[config.mk]
export PLATFORM = sky130hd
export DESIGN_NAME = tmr_evt_top
export DESIGN_NICKNAME = d
export VERILOG_FILES = /design/src/rtl/tmr_pkg.sv /design/src/rtl/tmr_prescale.sv /design/src/rtl/tmr_evt_sync.sv /design/src/rtl/tmr_count_core.sv /design/src/rtl/tmr_evt_top.sv
export SDC_FILE = /design/constraint.sdc
export NUM_CORES = 1
export LEC_CHECK = 0
export ABC_CLOCK_PERIOD_IN_PS = 1680
export BUFFER_PORTS_ARGS = -buffer_cell sky130_fd_sc_hd__buf_2
export CAP_MARGIN = 20
export CORE_MARGIN = 2
export CORE_UTILIZATION = 56
export DETAILED_ROUTE_END_ITERATION = 16
export PLACE_DENSITY = 0.88
export SETUP_SLACK_MARGIN = 0.2
export SLEW_MARGIN = 10
export SYNTH_ARGS = -nofsm -noshare
export SYNTH_HDL_FRONTEND = slang
export SYNTH_SLANG_ARGS = --single-unit
export TNS_END_PERCENT = 50
[constraint.sdc]
create_clock -name clk_i -period 1.68 [get_ports clk_i]
set_input_delay 0.168 -clock clk_i [delete_from_list [all_inputs] [get_ports clk_i]]
set_output_delay 0.168 -clock clk_i [all_outputs]
set_load 0.02 [all_outputs]
[src/rtl/tmr_pkg.sv]
package tmr_pkg;
  localparam int unsigned ADDR_W = 2;
  typedef enum logic [ADDR_W-1:0] {
    SEL_CNT = 2'd0,
    SEL_CTL = 2'd1,
    SEL_FLG = 2'd2,
    SEL_RSV = 2'd3
  } reg_sel_e;
endpackage

[src/rtl/tmr_prescale.sv]
module tmr_prescale #(
  parameter int unsigned PSC_W = 3
) (
  input  logic             clk_i,
  input  logic             rst_ni,
  input  logic             en_i,
  input  logic [PSC_W-1:0] psc_i,
  output logic             tick_o
);
  localparam int unsigned PC_W = (1 << PSC_W) - 1;

  logic [PC_W-1:0] pc_q;
  logic [PC_W-1:0] mask;

  always_ff @(posedge clk_i or negedge rst_ni) begin
    if (!rst_ni)    pc_q <= '0;
    else if (!en_i) pc_q <= '0;
    else            pc_q <= pc_q + 1'b1;
  end

  assign mask   = ~({PC_W{1'b1}} << psc_i);
  assign tick_o = en_i && ((pc_q & mask) == mask);


  prescale_phase_chk: assert property (@(posedge clk_i) disable iff (!rst_ni)
    !en_i |=> pc_q == '0);
endmodule

[src/rtl/tmr_evt_sync.sv]
module tmr_evt_sync #(
  parameter int unsigned STAGES = 2
) (
  input  logic clk_i,
  input  logic rst_ni,
  input  logic evt_i,
  output logic rise_o
);
  logic [STAGES-1:0] sync_q;
  logic              prev_q;

  for (genvar i = 0; i < STAGES; i++) begin : g_stage
    if (i == 0) begin : g_first
      always_ff @(posedge clk_i or negedge rst_ni) begin
        if (!rst_ni) sync_q[0] <= 1'b0;
        else         sync_q[0] <= evt_i;
      end
    end else begin : g_next
      always_ff @(posedge clk_i or negedge rst_ni) begin
        if (!rst_ni) sync_q[i] <= 1'b0;
        else         sync_q[i] <= sync_q[i-1];
      end
    end
  end

  always_ff @(posedge clk_i or negedge rst_ni) begin
    if (!rst_ni) prev_q <= 1'b0;
    else         prev_q <= sync_q[STAGES-1];
  end

  assign rise_o = sync_q[STAGES-1] & ~prev_q;


  evt_single_chk: assert property (@(posedge clk_i) disable iff (!rst_ni)
    rise_o |=> !rise_o);
endmodule

[src/rtl/tmr_count_core.sv]
module tmr_count_core #(
  parameter int unsigned CNT_W = 8
) (
  input  logic             clk_i,
  input  logic             rst_ni,
  input  logic             en_i,
  input  logic             tick_i,
  input  logic             blk_i,
  input  logic             ld_i,
  input  logic [CNT_W-1:0] ld_val_i,
  output logic [CNT_W-1:0] cnt_o,
  output logic             wrap_o
);
  logic [CNT_W-1:0] cnt_q, pre_q;
  logic             tick_eff;

  assign tick_eff = en_i & tick_i & ~blk_i;
  assign wrap_o   = tick_eff & (cnt_q == {CNT_W{1'b1}});
  assign cnt_o    = cnt_q;

  always_ff @(posedge clk_i or negedge rst_ni) begin
    if (!rst_ni)   pre_q <= '0;
    else if (ld_i) pre_q <= ld_val_i;
  end

  always_ff @(posedge clk_i or negedge rst_ni) begin
    if (!rst_ni)              cnt_q <= '0;
    else if (ld_i && !en_i)   cnt_q <= ld_val_i;
    else if (tick_eff)        cnt_q <= wrap_o ? pre_q : cnt_q + 1'b1;
  end


  stop_load_chk: assert property (@(posedge clk_i) disable iff (!rst_ni)
    (ld_i && !en_i) |=> cnt_q == $past(ld_val_i));

  run_write_chk: assert property (@(posedge clk_i) disable iff (!rst_ni)
    (ld_i && en_i && !tick_i) |=> cnt_q == $past(cnt_q));

  wrap_reload_chk: assert property (@(posedge clk_i) disable iff (!rst_ni)
    wrap_o |=> cnt_q == $past(pre_q));

  read_block_chk: assert property (@(posedge clk_i) disable iff (!rst_ni)
    (en_i && blk_i) |=> cnt_q == $past(cnt_q));
endmodule

[src/rtl/tmr_evt_top.sv]
module tmr_evt_top
  import tmr_pkg::*;
#(
  parameter int unsigned CNT_W   = 8,
  parameter int unsigned PSC_W   = 3,
  parameter int unsigned SYNC_ST = 2
) (
  input  logic              clk_i,
  input  logic              rst_ni,
  input  logic              wr_en_i,
  input  logic              rd_en_i,
  input  logic [ADDR_W-1:0] addr_i,
  input  logic [CNT_W-1:0]  wdata_i,
  output logic [CNT_W-1:0]  rdata_o,
  input  logic              evt_i,
  output logic              ovf_o,
  output logic              ovf_flag_o,
  output logic              buzz_o,
  output logic              buzz_n_o
);
  localparam int unsigned MODE_B = PSC_W;
  localparam int unsigned EN_B   = PSC_W + 1;
  localparam int unsigned CTL_W  = PSC_W + 2;

  reg_sel_e         sel;
  logic [CTL_W-1:0] ctl_q;
  logic             flag_q, buzz_q;
  logic             psc_tick, evt_rise, src_tick, wrap;
  logic [CNT_W-1:0] cnt;

  assign sel = reg_sel_e'(addr_i);

  always_ff @(posedge clk_i or negedge rst_ni) begin
    if (!rst_ni)                          ctl_q <= '0;
    else if (wr_en_i && sel == SEL_CTL)   ctl_q <= wdata_i[CTL_W-1:0];
  end

  tmr_prescale #(.PSC_W(PSC_W)) u_psc (
    .clk_i (clk_i),
    .rst_ni(rst_ni),
    .en_i  (ctl_q[EN_B]),
    .psc_i (ctl_q[PSC_W-1:0]),
    .tick_o(psc_tick)
  );

  tmr_evt_sync #(.STAGES(SYNC_ST)) u_sync (
    .clk_i (clk_i),
    .rst_ni(rst_ni),
    .evt_i (evt_i),
    .rise_o(evt_rise)
  );

  assign src_tick = ctl_q[MODE_B] ? evt_rise : psc_tick;

  tmr_count_core #(.CNT_W(CNT_W)) u_core (
    .clk_i   (clk_i),
    .rst_ni  (rst_ni),
    .en_i    (ctl_q[EN_B]),
    .tick_i  (src_tick),
    .blk_i   (rd_en_i && sel == SEL_CNT),
    .ld_i    (wr_en_i && sel == SEL_CNT),
    .ld_val_i(wdata_i),
    .cnt_o   (cnt),
    .wrap_o  (wrap)
  );

  always_ff @(posedge clk_i or negedge rst_ni) begin
    if (!rst_ni)                        flag_q <= 1'b0;
    else if (wrap)                      flag_q <= 1'b1;
    else if (wr_en_i && sel == SEL_FLG) flag_q <= 1'b0;
  end

  always_ff @(posedge clk_i or negedge rst_ni) begin
    if (!rst_ni)   buzz_q <= 1'b0;
    else if (wrap) buzz_q <= ~buzz_q;
  end

  always_comb begin
    unique case (sel)
      SEL_CNT: rdata_o = cnt;
      SEL_CTL: rdata_o = CNT_W'(ctl_q);
      SEL_FLG: rdata_o = CNT_W'(flag_q);
      default: rdata_o = '0;
    endcase
  end

  assign ovf_o      = wrap;
  assign ovf_flag_o = flag_q;
  assign buzz_o     = buzz_q;
  assign buzz_n_o   = ~buzz_q;


  flag_set_chk: assert property (@(posedge clk_i) disable iff (!rst_ni)
    ovf_o |=> ovf_flag_o);

  flag_hold_chk: assert property (@(posedge clk_i) disable iff (!rst_ni)
    (ovf_flag_o && !(wr_en_i && sel == SEL_FLG)) |=> ovf_flag_o);

  buzz_toggle_chk: assert property (@(posedge clk_i) disable iff (!rst_ni)
    ovf_o |=> buzz_o != $past(buzz_o));

  buzz_idle_chk: assert property (@(posedge clk_i) disable iff (!rst_ni)
    !ovf_o |=> buzz_o == $past(buzz_o));
endmodule

Yosys cells after proc, flatten, opt, wreduce, memory -nomap -nowiden:

Cells that the tools add are included.

* reductions and logical operators: 10
* bitwise operators: 9
* mux-type cells: 8
* equality and inequality tests: 4
* shifts and indexed selects: 1
* add/subtract/negate cells: 2

Operator list (count)
* $mux W8: 3
* $pmux W8 S3: 1
* $add A8 B1 Y8 const B: 1
* $eq A8 B8 Y1 const B: 1
* $add A7 B1 Y7 const B: 1
* $and A7 B7 Y7: 1
* $eq A7 B7 Y1: 1
* $mux W7: 1
* $not A7 Y7: 1
* $shl A7 B3 Y7 const A: 1
* $logic_and A1 B1 Y1: 6
* $and A1 B1 Y1: 4
* $reduce_bool A2 Y1: 2
* $mux W1: 3
* $not A1 Y1: 3
* $eq A2 B1 Y1 const B: 1
* $eq A2 B2 Y1 const B: 1
* $logic_not A2 Y1: 1
* $logic_not A1 Y1: 1

* bits in registers: 33
* output and inout bits: 12
* word-level logic and storage cells: 43

Longest topological paths before layout:

* depth after elaboration: 12
* depth in mapped cells: 7

By module:

From an unflattened synthesis, not the netlist that was laid out.

* cell total of the unflattened synthesis: 160
* area total of the unflattened synthesis: 1773.0 µm²

By module, submodules not included
* tmr_count_core: instances 1, cells an instance 83, area an instance 882.1 µm², seq. area each 400.4 µm²
* tmr_evt_top: instances 1, cells an instance 37, area an instance 444.2 µm², seq. area each 175.2 µm²
* tmr_prescale: instances 1, cells an instance 36, area an instance 357.8 µm², seq. area each 175.2 µm²
* tmr_evt_sync: instances 1, cells an instance 4, area an instance 88.8 µm², seq. area each 75.1 µm²

Worst setup path after synthesis:

No wires, ideal clock.

* path kind: register to register
* start point: register u_core.cnt_q[0], in the netlist u_core.cnt_o[0]
* end point: register buzz_q, in the netlist buzz_o
* buffers on the path: 1
* path slack: -0.021 ns
* arrival: 1.621 ns
* data required time: 1.600 ns
* cell stages (with the launch flop): 6
* cells stage by stage: dfrtp_1 > ha_1 > clkbuf_1 > nand3_4 > nor4_4 > xnor2_1

* longest elaborated chain between the ends: 2

RTL lines
* start, declared: line tmr_count_core.sv:14 `logic [CNT_W-1:0] cnt_q, pre_q;`
* start signal, assigned: line tmr_count_core.sv:28 `else if (ld_i && !en_i) cnt_q <= ld_val_i;`
* start signal, assigned: line tmr_count_core.sv:29 `else if (tick_eff) cnt_q <= wrap_o ? pre_q : cnt_q + 1'b1;`
* $eq A8 B8 Y1: line tmr_count_core.sv:18 `assign wrap_o = tick_eff & (cnt_q == {CNT_W{1'b1}});`
* $and A1 B1 Y1: line tmr_count_core.sv:18
* net ovf_o: line tmr_evt_top.sv:16 `output logic ovf_o,`
* end signal, assigned: line tmr_evt_top.sv:75 `else if (wrap) buzz_q <= ~buzz_q;`
* end, declared: line tmr_evt_top.sv:27 `logic flag_q, buzz_q;`

The timed path passes the listed nets, and every way through them passes these cells.
A chain may end at the register's enable or synchronous reset.

Worst setup path after layout:

* start point: register u_psc.pc_q[3]
* end point: output port ovf_o

* longest elaborated chain between the ends: 7

RTL lines
* start, declared: line tmr_prescale.sv:12 `logic [PC_W-1:0] pc_q;`
* start signal, assigned: line tmr_prescale.sv:18 `else pc_q <= pc_q + 1'b1;`
* $and A7 B7 Y7: line tmr_prescale.sv:22 `assign tick_o = en_i && ((pc_q & mask) == mask);`
* $eq A7 B7 Y1: line tmr_prescale.sv:22
* $logic_and A1 B1 Y1: line tmr_prescale.sv:22
* $mux W1: line tmr_evt_top.sv:53 `assign src_tick = ctl_q[MODE_B] ? evt_rise : psc_tick;`
* $and A1 B1 Y1 (2 in a row): line tmr_count_core.sv:17 `assign tick_eff = en_i & tick_i & ~blk_i;`
* $and A1 B1 Y1: line tmr_count_core.sv:18
* end, declared: line tmr_evt_top.sv:16

Every way passes these cells.

==> metrics.yaml <==
run_status:
  outcome: "finished with violations"
  violations: "negative setup slack"
route:
  viasPerCell: 6.40
  num_vias: 1766
  dr_wl_met3_um: 579
  avgRoutedWirePerCell_um: 20.4
  met1_length_um: 2040
  drt_iter0_markers: 250
  drtAntennaViolNets: 0
  routed_wl_um: 5620
  top_layer: "met4"
  wl_met2_um: 2670
  firstDrtPassIters: 7
  drc: 0
synth:
  async_reset_ff_share_pct: 100
  muxShareOfSynthArea_pct: 11.8
  synth_top_area_cell: "dfrtp_1"
  synthFlopType: "dfrtp_1"
  synth_seq_cells: 33
  synth_compound_area_share_pct: 15.4
  yosys.area_share.xor_xnor_pct: 3.84
  syn-cell-area_um2: 1830
  synthTopCellsByArea: "dfrtp_1 45%, mux2_2 8.0%, mux2i_1 3.8%, xnor2_1 3.4%, nand2_1 3.1%"
  yosysMostFrequentCell: "dfrtp_1"
  post_synth_num_cell_types: 42
  ys_top_cells_by_count: "33 x dfrtp_1, 15 x nand2_1, 13 x mux2_2"
  synth_edf_count: 0
  synthesis.nets: 190
  yosys_warnings: 0
  yosys.area_share.simple_pct: 18.3
  avgSynthCellArea_um2: 10.6
  synth_fa_ha_area_share_pct: 1.37
  synth_top_area_share_pct: 45.2
  synth_top_family_by_area: "simple AND/OR/NAND/NOR gates"
  ys_seq_area_share_pct: 45.2
  syn_inst: 173
floorplanning:
  ios: 27
  dieArea_um2: 3740
  fp.dieW_um: 61.1
  rows: 20
  start_util_pct: 59.3
  core-area_um2: 3080
  die_y_um: 61.1
grt:
  track_usage_pct: 32.5
  grt_pass1_vias: 1738
  grt_pass1_wl_um: 8590
  overflow: 0
  antenna_found_initial: 0
  grt_max_degree: 34
setup_path:
  arrival_ns: 1.72
  r2r-start: "u_psc.pc_q[3]"
  worstPathMaxFanout: 4
  cp.required_ns: 1.51
  rrSetupSlack_ns: -0.14
  critPathLaunch: "u_psc.pc_q[3]"
  critPathKind: "register to output pin"
  endpoint_kind: "output pin"
  cp-start-kind: "register"
layout:
  multi_input_area_um2: 1020
  area_growth_pct: 30.9
  fillers: 187
  n_antenna_cell: 0
  fin_nets: 248
  regArea_um2: 827
  layout-drive-gt1-share_pct: 42.2
worst_hold_path:
  hp-class: "input port to register"
  hp-start: "wdata_i[7]"
timing:
  worst_pin_slew_ns: 0.720
  rsz0062_at_grt: "true"
  slew_violations: 0
  setup_viol: 9
  clock.fmax_mhz: 530
  setup_slack_ns: -0.208
  hold_violations: 0
  finalSetupTns_ns: -1.17
  max_slew_margin_pct: 52.0
  min_period_ns: 1.89
  period_share_pct: 112
  finClkSkew_ns: 0.0177
place:
  io_buffers: 26
  gp_congestion: 0.830
  dp_hpwl_um: 3180
clocking:
  cts_sinks: 33
  cts_buffer_depth: 2
  h-tree-depth: 2
  path_clk_slew_ns: 0.11
  clk_latency_ns: 0.34
  cts_tree: "yes"
  cts_buffers: 5
  clock-root-buffer: "clkbuf_4"
power_and_ir_drop:
  leakage_nw: 1.10
  peakVddDrop_mv: 0.808
  power_mw: 3.12
  p_comb_share_pct: 50.0
  switchingPower_mw: 1.28
  seqPwrFrac_pct: 36.0
  clock_power_share_pct: 13.9
  p_int_mw: 1.84
  power-per-cell-area_nw_per_um2: 1310
  p_sw_share_pct: 41.1
run:
  maxCapViolCount: 0
[power groups by stage]
stage	Clock [mW]	Sequential, mW	Combinational (mW)
after CTS	0.440	1.10	1.36
after global placement	0	1.14	0.977
after floorplan	0	1.15	0.689
after global routing	0.484	1.13	1.64
after detailed placement	0	1.16	1.05
final	0.435	1.13	1.56
[kinds of logic after synthesis]
| kind of cell | Yosys count |
|---|---|
| buffers and inverters | 16 |
| AOI/OAI and AO/OA | 35 |
| DFF | 33 |
| xor gates and xnor gates | 8 |
| adders and majority gates | 2 |
| muxes | 20 |
| and+or+nand+nor | 59 |
[layout by cell type (no fill, tap or decap), drive strengths merged, types with 8 or more instances in the layout]
master	synthesis	layout
buf	4	55
dfrtp	33	33
nand2	15	15
mux2	13	13
nand3	11	11
inv	10	10
nor2	9	9
o21ai	9	9
and2	8	8
[metal layers]
layer | vias to the layer above | global-route usage [%]
met4 | 0 | 18.9
li1 | 741 | -
met3 | 47 | 9.66
met2 | 170 | 50.3
met5 | - | 0
met1 | 808 | 40.3
[registers in the layout, summed over array words and instances (netlist names)]
signal and cells:
ctl_q 5, u_sync.sync_q 2, u_sync.prev_q 1, u_psc.pc_q 7, buzz_o 1, u_core.cnt_o 8, u_core.pre_q 8, ovf_flag_o 1
[path summary, 6_finish.rpt]
path,end,cells past startpoint
worst max-delay path,ovf_o,4
worst min-delay path,u_core.cnt_o[7],3
worst max register to register,u_core.cnt_o[0],6
worst min register to register,u_sync.sync_q[1],0
max in group asynchronous,ctl_q[1],2
min in group asynchronous,u_core.cnt_o[2],2
[what timing repair did]
action	CTS	global route
hold buffers	2	0
pin swaps	9	4
setup buffers	14	2
gates resized for setup	19	10
setup endpoints to repair	12	16
hold endpoints to repair	34	0
[area by class of cell]
type,instances,share of cell area (%)
timing repair buffer,57,16.5
clock buffer,6,1.73
tap,44,2.30
inverter,10,1.57
multi-input combinational,124,42.9
sequential,33,34.6
clock inverter,2,0.419
[worst max-delay path: stages (launching register included)]
cell	delay [ns]
dfrtp_1	0.45
nand2_1	0.15
o311a_4	0.43
nor4_4	0.17
buf_4	0.19
[stage by stage]
step	hold WS, ns	setup slack, ns	std cells	util [%]	area [µm²]
4_1_cts	0.0495	-0.149	274	75.9	2340
2_1_floorplan	-0.128	0.0287	173	-	1840
3_5_place_dp	0.265	-0.00700	250	67.8	2090
6_report	0.0587	-0.208	276	77.7	2390
5_1_grt	0.0683	-0.250	276	77.7	2390
3_3_place_gp	0.254	0.0693	250	67.8	2090
No activity file was read; power rests on OpenSTA's default activity.
